[config.mk]
export PLATFORM = sky130hd
export DESIGN_NAME = prog_region_decoder
export DESIGN_NICKNAME = d
export VERILOG_FILES = /design/src/rtl/prd_pkg.sv /design/src/rtl/prd_region_map.sv /design/src/rtl/prd_pin_ctrl.sv /design/src/rtl/prog_region_decoder.sv
export SDC_FILE = /design/constraint.sdc
export NUM_CORES = 1
export LEC_CHECK = 0
export CAP_MARGIN = 20
export CORE_ASPECT_RATIO = 0.8
export CORE_MARGIN = 1
export CORE_UTILIZATION = 26
export CTS_CLUSTER_DIAMETER = 120
export DETAILED_ROUTE_END_ITERATION = 7
export PLACE_DENSITY = 0.74
export SYNTH_ARGS = -nofsm -noshare
export SYNTH_HDL_FRONTEND = slang
export SYNTH_SLANG_ARGS = --single-unit
[constraint.sdc]
create_clock -name clk -period 0.96 [get_ports clk]
set_input_delay 0.096 -clock clk [delete_from_list [all_inputs] [get_ports clk]]
set_output_delay 0.096 -clock clk [all_outputs]
set_load 0.005 [all_outputs]
[src/rtl/prd_pkg.sv]
package prd_pkg;
  typedef enum logic [1:0] {
    MODE_SPLIT    = 2'b00,
    MODE_BOOT     = 2'b01,
    MODE_EXT_ONLY = 2'b10,
    MODE_INT_ONLY = 2'b11
  } op_mode_e;

  typedef enum logic [1:0] {
    PM_PORT = 2'b00,
    PM_PARK = 2'b01,
    PM_BUS  = 2'b10
  } pin_mode_e;

  localparam int unsigned CTL_W = 7;
  // {oe_n, wrh_n, wrl_n, ub_n, lb_n, ale, ba0}
  localparam logic [CTL_W-1:0] CTL_PARK = 7'b1111100;
endpackage

[src/rtl/prd_region_map.sv]
module prd_region_map
  import prd_pkg::*;
#(
  parameter int unsigned ADDR_W     = 21,
  parameter int unsigned BOOT_TOP   = 32'h0007FF,
  parameter int unsigned ONCHIP_TOP = 32'h00FFFF
) (
  input  logic              clk,
  input  logic              rst_n,
  input  logic [1:0]        op_mode,
  input  logic              acc_valid,
  input  logic [ADDR_W-1:0] acc_addr,
  output logic              ext_req,
  output logic              int_sel,
  output logic              read_zero
);
  localparam logic [ADDR_W-1:0] BOOT_LIM = BOOT_TOP[ADDR_W-1:0];
  localparam logic [ADDR_W-1:0] CHIP_LIM = ONCHIP_TOP[ADDR_W-1:0];
  localparam int unsigned NMODE = 4;

  logic in_boot, in_chip;
  logic [NMODE-1:0] ext_by_mode, int_by_mode, zero_by_mode;

  assign in_boot = (acc_addr <= BOOT_LIM);
  assign in_chip = (acc_addr <= CHIP_LIM);

  for (genvar m = 0; m < NMODE; m++) begin : g_mode
    if (m == int'(MODE_SPLIT)) begin : g_split
      assign int_by_mode[m]  = in_chip;
      assign ext_by_mode[m]  = !in_chip;
      assign zero_by_mode[m] = 1'b0;
    end else if (m == int'(MODE_BOOT)) begin : g_boot
      assign int_by_mode[m]  = in_boot;
      assign ext_by_mode[m]  = !in_boot;
      assign zero_by_mode[m] = 1'b0;
    end else if (m == int'(MODE_EXT_ONLY)) begin : g_ext
      assign int_by_mode[m]  = 1'b0;
      assign ext_by_mode[m]  = 1'b1;
      assign zero_by_mode[m] = 1'b0;
    end else begin : g_int
      assign int_by_mode[m]  = in_chip;
      assign ext_by_mode[m]  = 1'b0;
      assign zero_by_mode[m] = !in_chip;
    end
  end

  always_comb begin
    ext_req   = acc_valid & ext_by_mode[op_mode];
    int_sel   = acc_valid & int_by_mode[op_mode];
    read_zero = acc_valid & zero_by_mode[op_mode];
  end

  // a zero read never starts an external cycle
  a_r2_zero_no_ext : assert property (@(posedge clk) disable iff (!rst_n)
    read_zero |-> !ext_req && !int_sel);
  // external-only mode sends every valid access out
  a_r3_ext_only : assert property (@(posedge clk) disable iff (!rst_n)
    (acc_valid && op_mode == MODE_EXT_ONLY) |-> ext_req && !int_sel);
  // boot split at the boot limit
  a_r4_boot_split : assert property (@(posedge clk) disable iff (!rst_n)
    (acc_valid && op_mode == MODE_BOOT) |-> (ext_req == (acc_addr > BOOT_LIM)));
  // nothing is selected without an access
  a_r5_idle : assert property (@(posedge clk) disable iff (!rst_n)
    !acc_valid |-> !ext_req && !int_sel && !read_zero);
  // exactly one outcome per valid access
  a_r1_one_outcome : assert property (@(posedge clk) disable iff (!rst_n)
    acc_valid |-> $countones({ext_req, int_sel, read_zero}) == 1);
endmodule

[src/rtl/prd_pin_ctrl.sv]
module prd_pin_ctrl
  import prd_pkg::*;
(
  input  logic             clk,
  input  logic             rst_n,
  input  logic             int_only,
  input  logic             ext_act,
  input  logic             bus_off,
  input  logic [CTL_W-1:0] cyc_ctl,
  output logic [1:0]       pin_mode,
  output logic [CTL_W-1:0] pin_ctl
);
  pin_mode_e        mode_d, mode_q;
  logic [CTL_W-1:0] ctl_d;

  always_comb begin
    if (int_only)     mode_d = PM_PORT;
    else if (ext_act) mode_d = PM_BUS;
    else if (bus_off) mode_d = PM_PORT;
    else              mode_d = PM_PARK;
    ctl_d = (mode_d == PM_BUS) ? cyc_ctl : CTL_PARK;
  end

  always_ff @(posedge clk or negedge rst_n) begin
    if (!rst_n) begin
      mode_q  <= PM_PORT;
      pin_ctl <= CTL_PARK;
    end else begin
      mode_q  <= mode_d;
      pin_ctl <= ctl_d;
    end
  end

  assign pin_mode = mode_q;

  // an external access always takes the pins as bus pins
  a_r7_ext_bus : assert property (@(posedge clk) disable iff (!rst_n)
    ext_act |=> pin_mode == PM_BUS);
  // internal-only mode never drives the bus
  a_r7_int_only_port : assert property (@(posedge clk) disable iff (!rst_n)
    int_only |=> pin_mode == PM_PORT);
  // idle levels whenever the bus is not active
  a_r8_park_levels : assert property (@(posedge clk) disable iff (!rst_n)
    pin_mode != PM_BUS |-> pin_ctl == CTL_PARK);
  // internal execution with the bus enabled parks the pins
  a_r6_park : assert property (@(posedge clk) disable iff (!rst_n)
    (!int_only && !ext_act && !bus_off) |=> pin_mode == PM_PARK);
endmodule

[src/rtl/prog_region_decoder.sv]
module prog_region_decoder
  import prd_pkg::*;
#(
  parameter int unsigned ADDR_W     = 21,
  parameter int unsigned BOOT_TOP   = 32'h0007FF,
  parameter int unsigned ONCHIP_TOP = 32'h00FFFF
) (
  input  logic              clk,
  input  logic              rst_n,
  input  logic [1:0]        op_mode,
  input  logic              acc_valid,
  input  logic [ADDR_W-1:0] acc_addr,
  input  logic              bus_off,
  input  logic [6:0]        cyc_ctl,
  output logic              ext_req,
  output logic              int_sel,
  output logic              read_zero,
  output logic              ce_n,
  output logic [1:0]        pin_mode,
  output logic [6:0]        pin_ctl
);
  logic int_only;

  prd_region_map #(
    .ADDR_W(ADDR_W), .BOOT_TOP(BOOT_TOP), .ONCHIP_TOP(ONCHIP_TOP)
  ) u_map (
    .clk(clk), .rst_n(rst_n), .op_mode(op_mode), .acc_valid(acc_valid),
    .acc_addr(acc_addr), .ext_req(ext_req), .int_sel(int_sel),
    .read_zero(read_zero)
  );

  assign int_only = (op_mode == MODE_INT_ONLY);
  assign ce_n     = !ext_req;

  prd_pin_ctrl u_pins (
    .clk(clk), .rst_n(rst_n), .int_only(int_only), .ext_act(ext_req),
    .bus_off(bus_off), .cyc_ctl(cyc_ctl), .pin_mode(pin_mode),
    .pin_ctl(pin_ctl)
  );

  // chip enable only for external-capable modes with a live access
  a_r5_ce_scope : assert property (@(posedge clk) disable iff (!rst_n)
    !ce_n |-> acc_valid && op_mode != MODE_INT_ONLY);
endmodule

### Yosys cells after proc, flatten, opt, wreduce, memory -nomap -nowiden

Cells that the tools add are included.
Widths: inputs -> output; s select.

| cells by class | value |
|---|---|
| $add $sub $neg | 0 |
| multiply operators | 0 |
| divide/modulo/power cells | 0 |
| $lt $le $gt $ge | 3 |
| equality and inequality tests | 2 |
| shifts and indexed selects | 0 |
| multiplexer cells | 10 |
| bitwise operators | 3 |
| reduce and logical (&&, ||, !) cells | 3 |

Operator list:

| cell | count |
|---|---|
| $le 21x11->1 const B | 1 |
| $le 21x16->1 const B | 1 |
| $mux 7 | 1 |
| $bmux 1 s2 | 3 |
| $eq 2x2->1 const B | 2 |
| $mux 1 | 4 |
| $mux 2 | 2 |
| $and 1x1->1 | 3 |
| $logic_not 1->1 | 3 |
| $lt 2x3->1 const B | 1 |

| storage, ports and cells | value |
|---|---|
| flip-flop bits (word level) | 9 |
| latch bits | 0 |
| bits in writable memories | 0 |
| memory bits (read-only) | 0 |
| output and inout port bits | 13 |
| word-level logic and storage cells | 23 |
| memories | 0 |

### Logic depth before layout (Yosys ltp)

Gate-level depths: netlist (run 1).

| logic depth | value |
|---|---|
| depth in word-level cells | 9 |
| gate-level depth with buffers | 4 |
| gate-level depth less buffers | 3 |

### Cells and area by module

A second synthesis (run 1) with hierarchy kept.

| unflattened totals | value |
|---|---|
| cell total of the unflattened synthesis | 33 |
| area, all modules | 395.4 um^2 |

Modules (own cells, without submodules):

| module | times used | cells an instance | area each (um^2) | seq. area each (um^2) |
|---|---|---|---|---|
| prd_pin_ctrl | 1 | 18 | 306.5 | 231.5 |
| prd_region_map | 1 | 13 | 78.8 | 0.0 |
| prog_region_decoder | 1 | 2 | 10.0 | 0.0 |

### Worst setup path before layout (run 1)

OpenSTA, ideal clock, no wires.

| timing path | value |
|---|---|
| path type | input to register |
| start | input acc_addr[13] |
| end | register u_pins.pin_ctl[1] |
| arrival time | 919 ps |
| setup slack | -85 ps |
| cell stages on the path | 4 |
| cells stage by stage | nor4_4 -> a21oi_2 -> buf_6 -> o311a_1 |

| between the ends | value |
|---|---|
| cells in the longest elaborated chain, start to end | 9 |
| elaborated cells between the ends (all ways) | 11 |
| classes of those cells | 2 x order compare; 1 x eq/ne; 5 x mux; 1 x bitwise; 2 x reduce/logical |

RTL lines:

| what | line | RTL |
|---|---|---|
| from (decl) | prog_region_decoder.sv:12 | `input logic [ADDR_W-1:0] acc_addr,` |
| $le 21x16->1 / $le 21x11->1 (equally long branches) | prd_region_map.sv:25, prd_region_map.sv:24 |  |
| $logic_not 1->1, on equally long branches | prd_region_map.sv:30, prd_region_map.sv:34 |  |
| $bmux 1 s2 * | prd_region_map.sv:48 | `ext_req = acc_valid & ext_by_mode[op_mode];` |
| $mux 1 (not written as such) * | prd_region_map.sv:48 |  |
| $and 1x1->1 * | prd_region_map.sv:48 |  |
| $mux 2 * | prd_pin_ctrl.sv:18 | `else if (ext_act) mode_d = PM_BUS;` |
| $mux 2 * | prd_pin_ctrl.sv:17 | `if (int_only) mode_d = PM_PORT;` |
| $eq 2x2->1 * | prd_pin_ctrl.sv:21 | `ctl_d = (mode_d == PM_BUS) ? cyc_ctl : CTL_PARK;` |
| $mux 7 * | prd_pin_ctrl.sv:21 |  |
| net u_pins.ctl_d[1] | prd_pin_ctrl.sv:14 | `logic [CTL_W-1:0] ctl_d;` |
| to (signal assigned) | prd_pin_ctrl.sv:30 | `pin_ctl <= ctl_d;` |
| to (decl) | prd_pin_ctrl.sv:11 | `output logic [CTL_W-1:0] pin_ctl` |

The timed path passes the listed nets; every way through them passes the cells marked *. The select of a mux whose other input is x is not followed.

### Worst setup path after layout (run 1)

| timing path | value |
|---|---|
| start | input acc_addr[13] |
| end | output ce_n |

| between the ends | value |
|---|---|
| cells in the longest elaborated chain, start to end | 6 |
| elaborated cells between the ends (all ways) | 8 |
| classes of those cells | 2 x order compare; 2 x mux; 1 x bitwise; 3 x reduce/logical |

RTL lines:

| what | line | RTL |
|---|---|---|
| $le 21x16->1 / $le 21x11->1 (equally long branches) | prd_region_map.sv:25, prd_region_map.sv:24 |  |
| $logic_not 1->1, on equally long branches | prd_region_map.sv:30, prd_region_map.sv:34 |  |
| $bmux 1 s2 * | prd_region_map.sv:48 |  |
| $mux 1 (not written as such) * | prd_region_map.sv:48 |  |
| $and 1x1->1 * | prd_region_map.sv:48 |  |
| $logic_not 1->1 * | prog_region_decoder.sv:33 | `assign ce_n = !ext_req;` |
| to (decl) | prog_region_decoder.sv:18 | `output logic ce_n,` |

Every way passes the cells marked *; elsewhere a longest branch is shown, timed or not. The select of a mux whose other input is x is not followed.

==> results of run 1 <==
[sequential cells by signal, summed over array words and instances (netlist names)]
name and count:
u_pins.pin_ctl 7, u_pins.pin_mode 2
[cells by family (layout without fill, tap and decap cells)]
family | Yosys count | in the layout | share of synthesized area, %
simple gates | 11 | 11 | 16.1
buf+inv | 9 | 65 | 8.42
compound gates | 15 | 15 | 28.3
flops | 9 | 9 | 47.2
[cell usage in the layout, fill, tap and decap left out, drive strengths merged]
master / Yosys / routed
dfrtp: 4 / 4
nand3b: 1 / 1
a21oi: 4 / 4
clkbuf: 1 / 7
nor2b: 1 / 1
buf: 2 / 35
o31a: 2 / 2
nand3: 1 / 1
a2111oi: 1 / 1
clkdlybuf4s15: 0 / 6
nand2b: 1 / 1
o311a: 2 / 2
dfstp: 5 / 5
and2: 1 / 1
dlygate4sd2: 0 / 2
nor3: 2 / 2
nor4: 1 / 1
clkdlybuf4s50: 0 / 9
o31ai: 1 / 1
nor2: 1 / 1
inv: 6 / 6
nand2: 2 / 2
o311ai: 5 / 5
[layout make-up]
| class | instances | share of cell area [%] |
|---|---|---|
| inverter | 6 | 1.94 |
| clock buffer | 4 | 2.26 |
| tap | 22 | 2.37 |
| timing repair buffer | 55 | 41.4 |
| multi-input combinational | 26 | 32.1 |
| sequential | 9 | 19.9 |
[worst paths after layout]
kind	startpoint	to	slack, ns	depth (start not counted)
worst max-delay path	acc_addr[13]	ce_n	-0.26	6
max in group asynchronous	rst_n	u_pins.pin_ctl[5]	0.51	1
min in group clk	cyc_ctl[0]	u_pins.pin_ctl[0]	0.40	2
worst min-delay path	rst_n	u_pins.pin_mode[0]	0.13	1
[synthesized netlist by cell type (all sizes together)]
cell type	instances	area, µm²
inv	6	22.5
a2111oi	1	15.0
clkbuf	1	3.75
o311ai	5	51.3
nor3	2	15.0
o31a	2	17.5
nand3b	1	7.51
o31ai	1	7.51
nand2	2	7.51
nor2b	1	6.26
nand3	1	5.00
dfstp	5	131
buf	2	15.0
and2	1	6.26
a21oi	4	27.5
o311a	2	20.0
dfrtp	4	100
nor4	1	21.3
nor2	1	3.75
nand2b	1	6.26
[routing by layer]
metal / GRT usage [%] / vias up / share of wire (%)
met4: 6.94 / 0 / 1.5
li1: - / 278 / -
met5: 0 / - / 0
met3: 4.81 / 2 / 6.0
met2: 31.3 / 27 / 51
met1: 14.7 / 267 / 42
[power breakdown]
part / internal (mW) / switching (mW) / total (mW) / leakage, nW
clock network: 0.159 / 0.114 / 0.273 / 0.0150
logic: 0.214 / 0.162 / 0.376 / 0.371
registers: 0.410 / 0.00701 / 0.417 / 0.105
total: 0.783 / 0.283 / 1.07 / 0.491
[timing repair]
action | 4_1_cts | 5_1_grt
setup buffers | 7 | 4
setup endpoints to repair | 22 | 18
gates resized for setup | 103 | 16
pin swaps | 13 | 6
endpoints found under the hold margin | 0 | 0
[worst max-delay path, delay by kind of cell]
family	cells	cell delay (ns)
AO/OA/AOI/OAI	2	0.31
buffers and inverters	3	0.40
AND/OR/NAND/NOR	1	0.31
==> metrics.md, run 1 <==
| Metric | Value |
|---|---|
| PD cells | about 920 mW/mm² |
| Power Total | 1.07 mW |
| Slew @ Worst Pin | 0.384 ns |
| FILL cells | 136 |
| Drt pass-1 iters | 4 |
| CP max FO | 3 |
| Fraction of layout cells with a size suffix above 1 | 64.0% |
| First-pass GRT wire length | 2220 µm |
| Leakage power | 0.491 nW |
| Diode count | 0 |
| DP Worst Slack | -1.04 ns |
| Setup-failing EPs final | 13 |
| Worst path arrival time | around 1.1 ns |
| Initial antenna violation count | 0 |
| Worst relative slew slack | 74.3% |
| I/O pin cnt | 47 |
| Register area | between 200 and 250 µm² |
| Hold Vio Cnt, Final | 0 |
| DR iter-0 viols | 4 |
| Clock buffer count from CTS | 3 |
| CP required | 0.86 ns |
| Post-synthesis sequential area ratio | 47.2% |
| Cells after DPL | 110 |
| Clock root buffer | clkbuf_4 |
| Die width | just over 50 µm |
| Yosys warning total | 0 |
| Highest Clock Rate | slightly above 800 MHz |
| Die H | 40.8 µm |
| Row cnt | 13 |
| RSZ-0062 raised after global routing | yes |
| Crit Path Category | in -> out |
| Area of the multi-input gates | 373 µm² |
| Post-route design area | around 0.0012 mm² |
| Worst setup slack after layout | -0.259 ns |
| Final HPWL DP | 1050 µm |
| Gr ovfl total | 0 |
| Critical Path End Type | primary output |
| Min cycle time layout | 1.22 ns |
| Vias | 574 |
| Vias per Instance | 4.70 |
| DR WL/cell | 12.8 µm |
| Residual DRC count | 0 |
| Hold Crit Class | in -> async |
| Synthesized cell area | 490 µm² |
| Max stage delay on crit path | 0.31 ns |
| WL final | 1560 µm |
| Post-layout util | 68.6% |
| Overall routing resource usage | around 15% |
| Slowest-stage cell, CP | nor4_4 |
| Mapped Nets | 78 |
| Final non-filler cell total | 122 |
| Max-Cap Viols | 0 |
| Seq cells post-synth | 9 |
| Cell breakdown of the critical path | buf_6 -> nor4_4 -> a21oi_2 -> buf_4 -> o31ai_4 -> buf_2 |
| Violated checks | negative setup slack |
| CTS clk-pin slew, worst paths | roughly 0.060 ns |
| Slew Limit Fails | 0 |
| Post-route ant nets | 0 |
| Die ar. | 0.00207 mm² |
| Mean post-synth cell area | 11.1 µm² |
| Fin nets | 135 |
| I/O Buffers | 35 |
| P&R area growth vs syn | 137% |
| Cell Area, Placed | ~960 µm² |
| Netlist cell types | 24 |
| Longest Clk Path Bufs | 2 |
| Depth of the CTS H-tree | 1 |
| # hold bufs at CTS | 0 |
| Initial Util | 29.0% |
| CTS tree | yes |
| Clock sink count | 9 |
| Vias in the first global route | 536 |
| Status | complete, but fails checks |
| Maximum vdd drop | 0.567 mV |
| Final Cycle Share | 127% |
| Hold Slack | 0.135 ns |
| GP Congestion | 0.720 |
| Pin count of the biggest net entering global routing | 10 |
| Mapped Cells | 44 |
| Core footprint | 0.00169 mm² |
| Final setup TNS | -2.15 ns |
| CP startpoint kind | primary input |
(Power assumes the default switching activity.)
==> run 2, diff against run 1 <==
- SKIP_CTS_REPAIR_TIMING: not set -> 1
==> run 2 against run 1 <==
Compared with the run above: the run still ends with negative setup slack left; first-iteration DRC count is 130% higher; non-clock buffer count is 6 lower; clock power about the same; utilization fell by 3.6 points; combinational power shrank 12%; worst setup slack improved by 0.040 ns; count of clock-buffer cells in the layout unchanged; flip-flop and latch count did not move; final area is 5.3% lower; via count down 3.3%; global-route usage shrank 1.8 points; hold slack about the same; critical path type unchanged; largest power group unchanged.
==> metrics.md, run 2 (synthesis gave the netlist of run 1 again) <==
| Metric | Value |
|---|---|
| Hold Crit Class | in -> async (unchanged) |
| Drt pass-1 iters | 4 (unchanged) |
| Setup-failing EPs final | 11 (was 13) |
| Sequential power share | 40.7% (was 39.1%) |
| Clock Power Share | 26.6% (was 25.6%) |
| Cell breakdown of the critical path | buf_6 -> nor4_4 -> a21oi_4 -> o31a_1 -> clkbuf_2 (was buf_6 -> nor4_4 -> a21oi_2 -> buf_4 -> o31ai_4 -> buf_2) |
| CP max FO | 5 (was 3) |
| CTS clk-pin slew, worst paths | 0.06 ns (about the same) |
| Leakage power | 0.573 nW (was 0.491 nW) |
| Slew @ Worst Pin | 0.382 ns (was 0.384 ns) |
| Max stage delay on crit path | 0.35 ns (was 0.31 ns) |
| Fraction of layout cells with a size suffix above 1 | 55.3% (was 64.0%) |
| Die width | 50.6 µm (unchanged) |
| Most frequent cells in the layout | dlymetal6s2s_1, buf_4, clkdlybuf4s50_1, clkbuf_2, buf_6 (was buf_6, buf_4, buf_2, clkdlybuf4s50_1) |
| PD cells | 925 mW/mm² (was 918 mW/mm²) |
| I/O Buffers | 35 (unchanged) |
| Final Cycle Share | 123% (was 127%) |
| Final non-filler cell total | 116 (was 122) |
| Slew Limit Fails | 0 (unchanged) |
| Clock buffer count from CTS | 3 (unchanged) |
| Sw Pwr | 261 µW (was 283 µW) |
| Min cycle time layout | 1.18 ns (was 1.22 ns) |
| Initial antenna violation count | 0 (unchanged) |
| Violated checks | negative setup slack (unchanged) |
| Commonest non-fill, non-tap cell in the layout | dlymetal6s2s_1 (was buf_6) |
| Status | complete, but fails checks (unchanged) |
| Highest Clock Rate | 848 MHz (was 820 MHz) |
| Fin nets | 129 (was 135) |
| CTS tree | yes (unchanged) |
| Max-Cap Viols | 0 (unchanged) |
| P&R area growth vs syn | 124% (was 137%) |
| Post-route ant nets | 0 (unchanged) |
| CP startpoint kind | primary input (unchanged) |
| Post-layout util | 65.0% (was 68.6%) |
| Worst setup slack after layout | -0.219 ns (was -0.259 ns) |
| Slowest-stage cell, CP | nor4_4 (unchanged) |
| Critical Path End Type | primary output (unchanged) |
| Vias in the first global route | 472 (was 536) |
| P_int | 756 µW (was 783 µW) |
| Maximum vdd drop | 0.545 mV (was 0.567 mV) |
| Most flops, register | u_pins.pin_ctl (unchanged) |
| Comb pwr share | 32.7% (was 35.3%) |
| Hold Vio Cnt, Final | 0 (unchanged) |
| Core footprint | 0.00169 mm² (unchanged) |
| Clock root buffer | clkbuf_4 (unchanged) |
| Switching share of power | 25.7% (was 26.5%) |
| Residual DRC count | 0 (unchanged) |
| Vias | 555 (was 574) |
| I/O pin cnt | 47 (unchanged) |
| DR WL/cell | 13.0 µm (was 12.8 µm) |
| Clock sink count | 9 (unchanged) |
| Diode count | 0 (unchanged) |
| Final HPWL DP | 1050 µm (unchanged) |
| Overall routing resource usage | 13.4% (was 15.3%) |
| Die H | 40.8 µm (unchanged) |
| Worst relative slew slack | 74.5% (was 74.3%) |
| Vias per Instance | 4.78 (was 4.70) |
| First-pass GRT wire length | 1930 µm (was 2220 µm) |
| DR iter-0 viols | 9 (was 4) |
| Longest Clk Path Bufs | 2 (unchanged) |
| Power Total | 1.02 mW (was 1.07 mW) |
| Crit Path Category | in -> out (unchanged) |
| Depth of the CTS H-tree | 1 (unchanged) |
| Pin count of the biggest net entering global routing | 10 (unchanged) |
| Die ar. | 0.00207 mm² (unchanged) |
| Critical Path Start | acc_addr[13] (unchanged) |
| Worst path arrival time | 1.08 ns (was 1.12 ns) |
| RSZ-0062 raised after global routing | yes (unchanged) |
| Cells after DPL | 110 (unchanged) |
| CP required | 0.86 ns (about the same) |
| Max reg flops | 7 (unchanged) |
| Initial Util | 29.0% (unchanged) |
| Gr ovfl total | 0 (unchanged) |
| GP Congestion | 0.720 (unchanged) |
| WL final | 1510 µm (was 1560 µm) |
| Row cnt | 13 (unchanged) |
[run 2: cell types whose count changed in the layout (fill, tap and decap cells not counted), sizes merged]
cell	change
dlygate4sd2	-2
buf	-15
dlymetal6s2s	+12
clkdlybuf4s15	-6
clkbuf	+5
[run 2: worst paths after layout]
kind | slack, ns | cells after the start | end
min in group clk | 0.34 | 3 | u_pins.pin_mode[0]
min | 0.13 | 1 | u_pins.pin_ctl[1]
max | -0.22 | 5 | ext_req
max in group asynchronous | 0.51 | 1 | u_pins.pin_ctl[5]
[run 2: critical path: cells and delay by family]
family | cells | cell delay (ns)
AND/OR/NAND/NOR | 1 | 0.35
buffers and inverters | 2 | 0.21
AO/OA/AOI/OAI | 2 | 0.43
[run 2: area by class of cell]
cell class	instances	area, µm²
flip-flops and latches	9	231
multi-input cells	26	347
clock buffers	4	26.3
well taps	22	27.5
inverters	6	22.5
repair buffers	49	445
fillers	150	592
[run 2: power by group through the flow]
| stage | clock [mW] | combinational [mW] | sequential [mW] |
|---|---|---|---|
| final | 0.271 | 0.332 | 0.415 |
| after global routing | 0.316 | 0.357 | 0.416 |
| after CTS | 0.286 | 0.299 | 0.416 |
| after detailed placement | 0 | 0.298 | 0.421 |
| after global placement | 0 | 0.293 | 0.420 |
| after floorplan | 0 | 0.0820 | 0.424 |
[run 2: metal layers]
layer	track usage [%]	share of wire (%)
met1	13.1	42
met2	27.7	50
met3	4.81	7.0
met4	4.17	1.1
met5	0	0
[run 2: stage by stage]
step                worst slack, ns  hold slack (ns)  TNS (ns)  instance area, µm²
floorplan                   -0.0401           -0.200   -0.0418                 507
global placement             -0.955            0.401     -8.97                 956
detailed placement            -1.04            0.407     -9.33                 956
CTS                           -1.03            0.141     -9.23                 982
global route                 -0.254            0.149     -1.27                1100
finish                       -0.219            0.135    -0.799                1100
==> run 3, diff against run 2 <==
- CTS_CLUSTER_DIAMETER: 120 -> 100
==> results of run 3 <==
No change in the layout: final DEF, timing and power equal those of run 2.
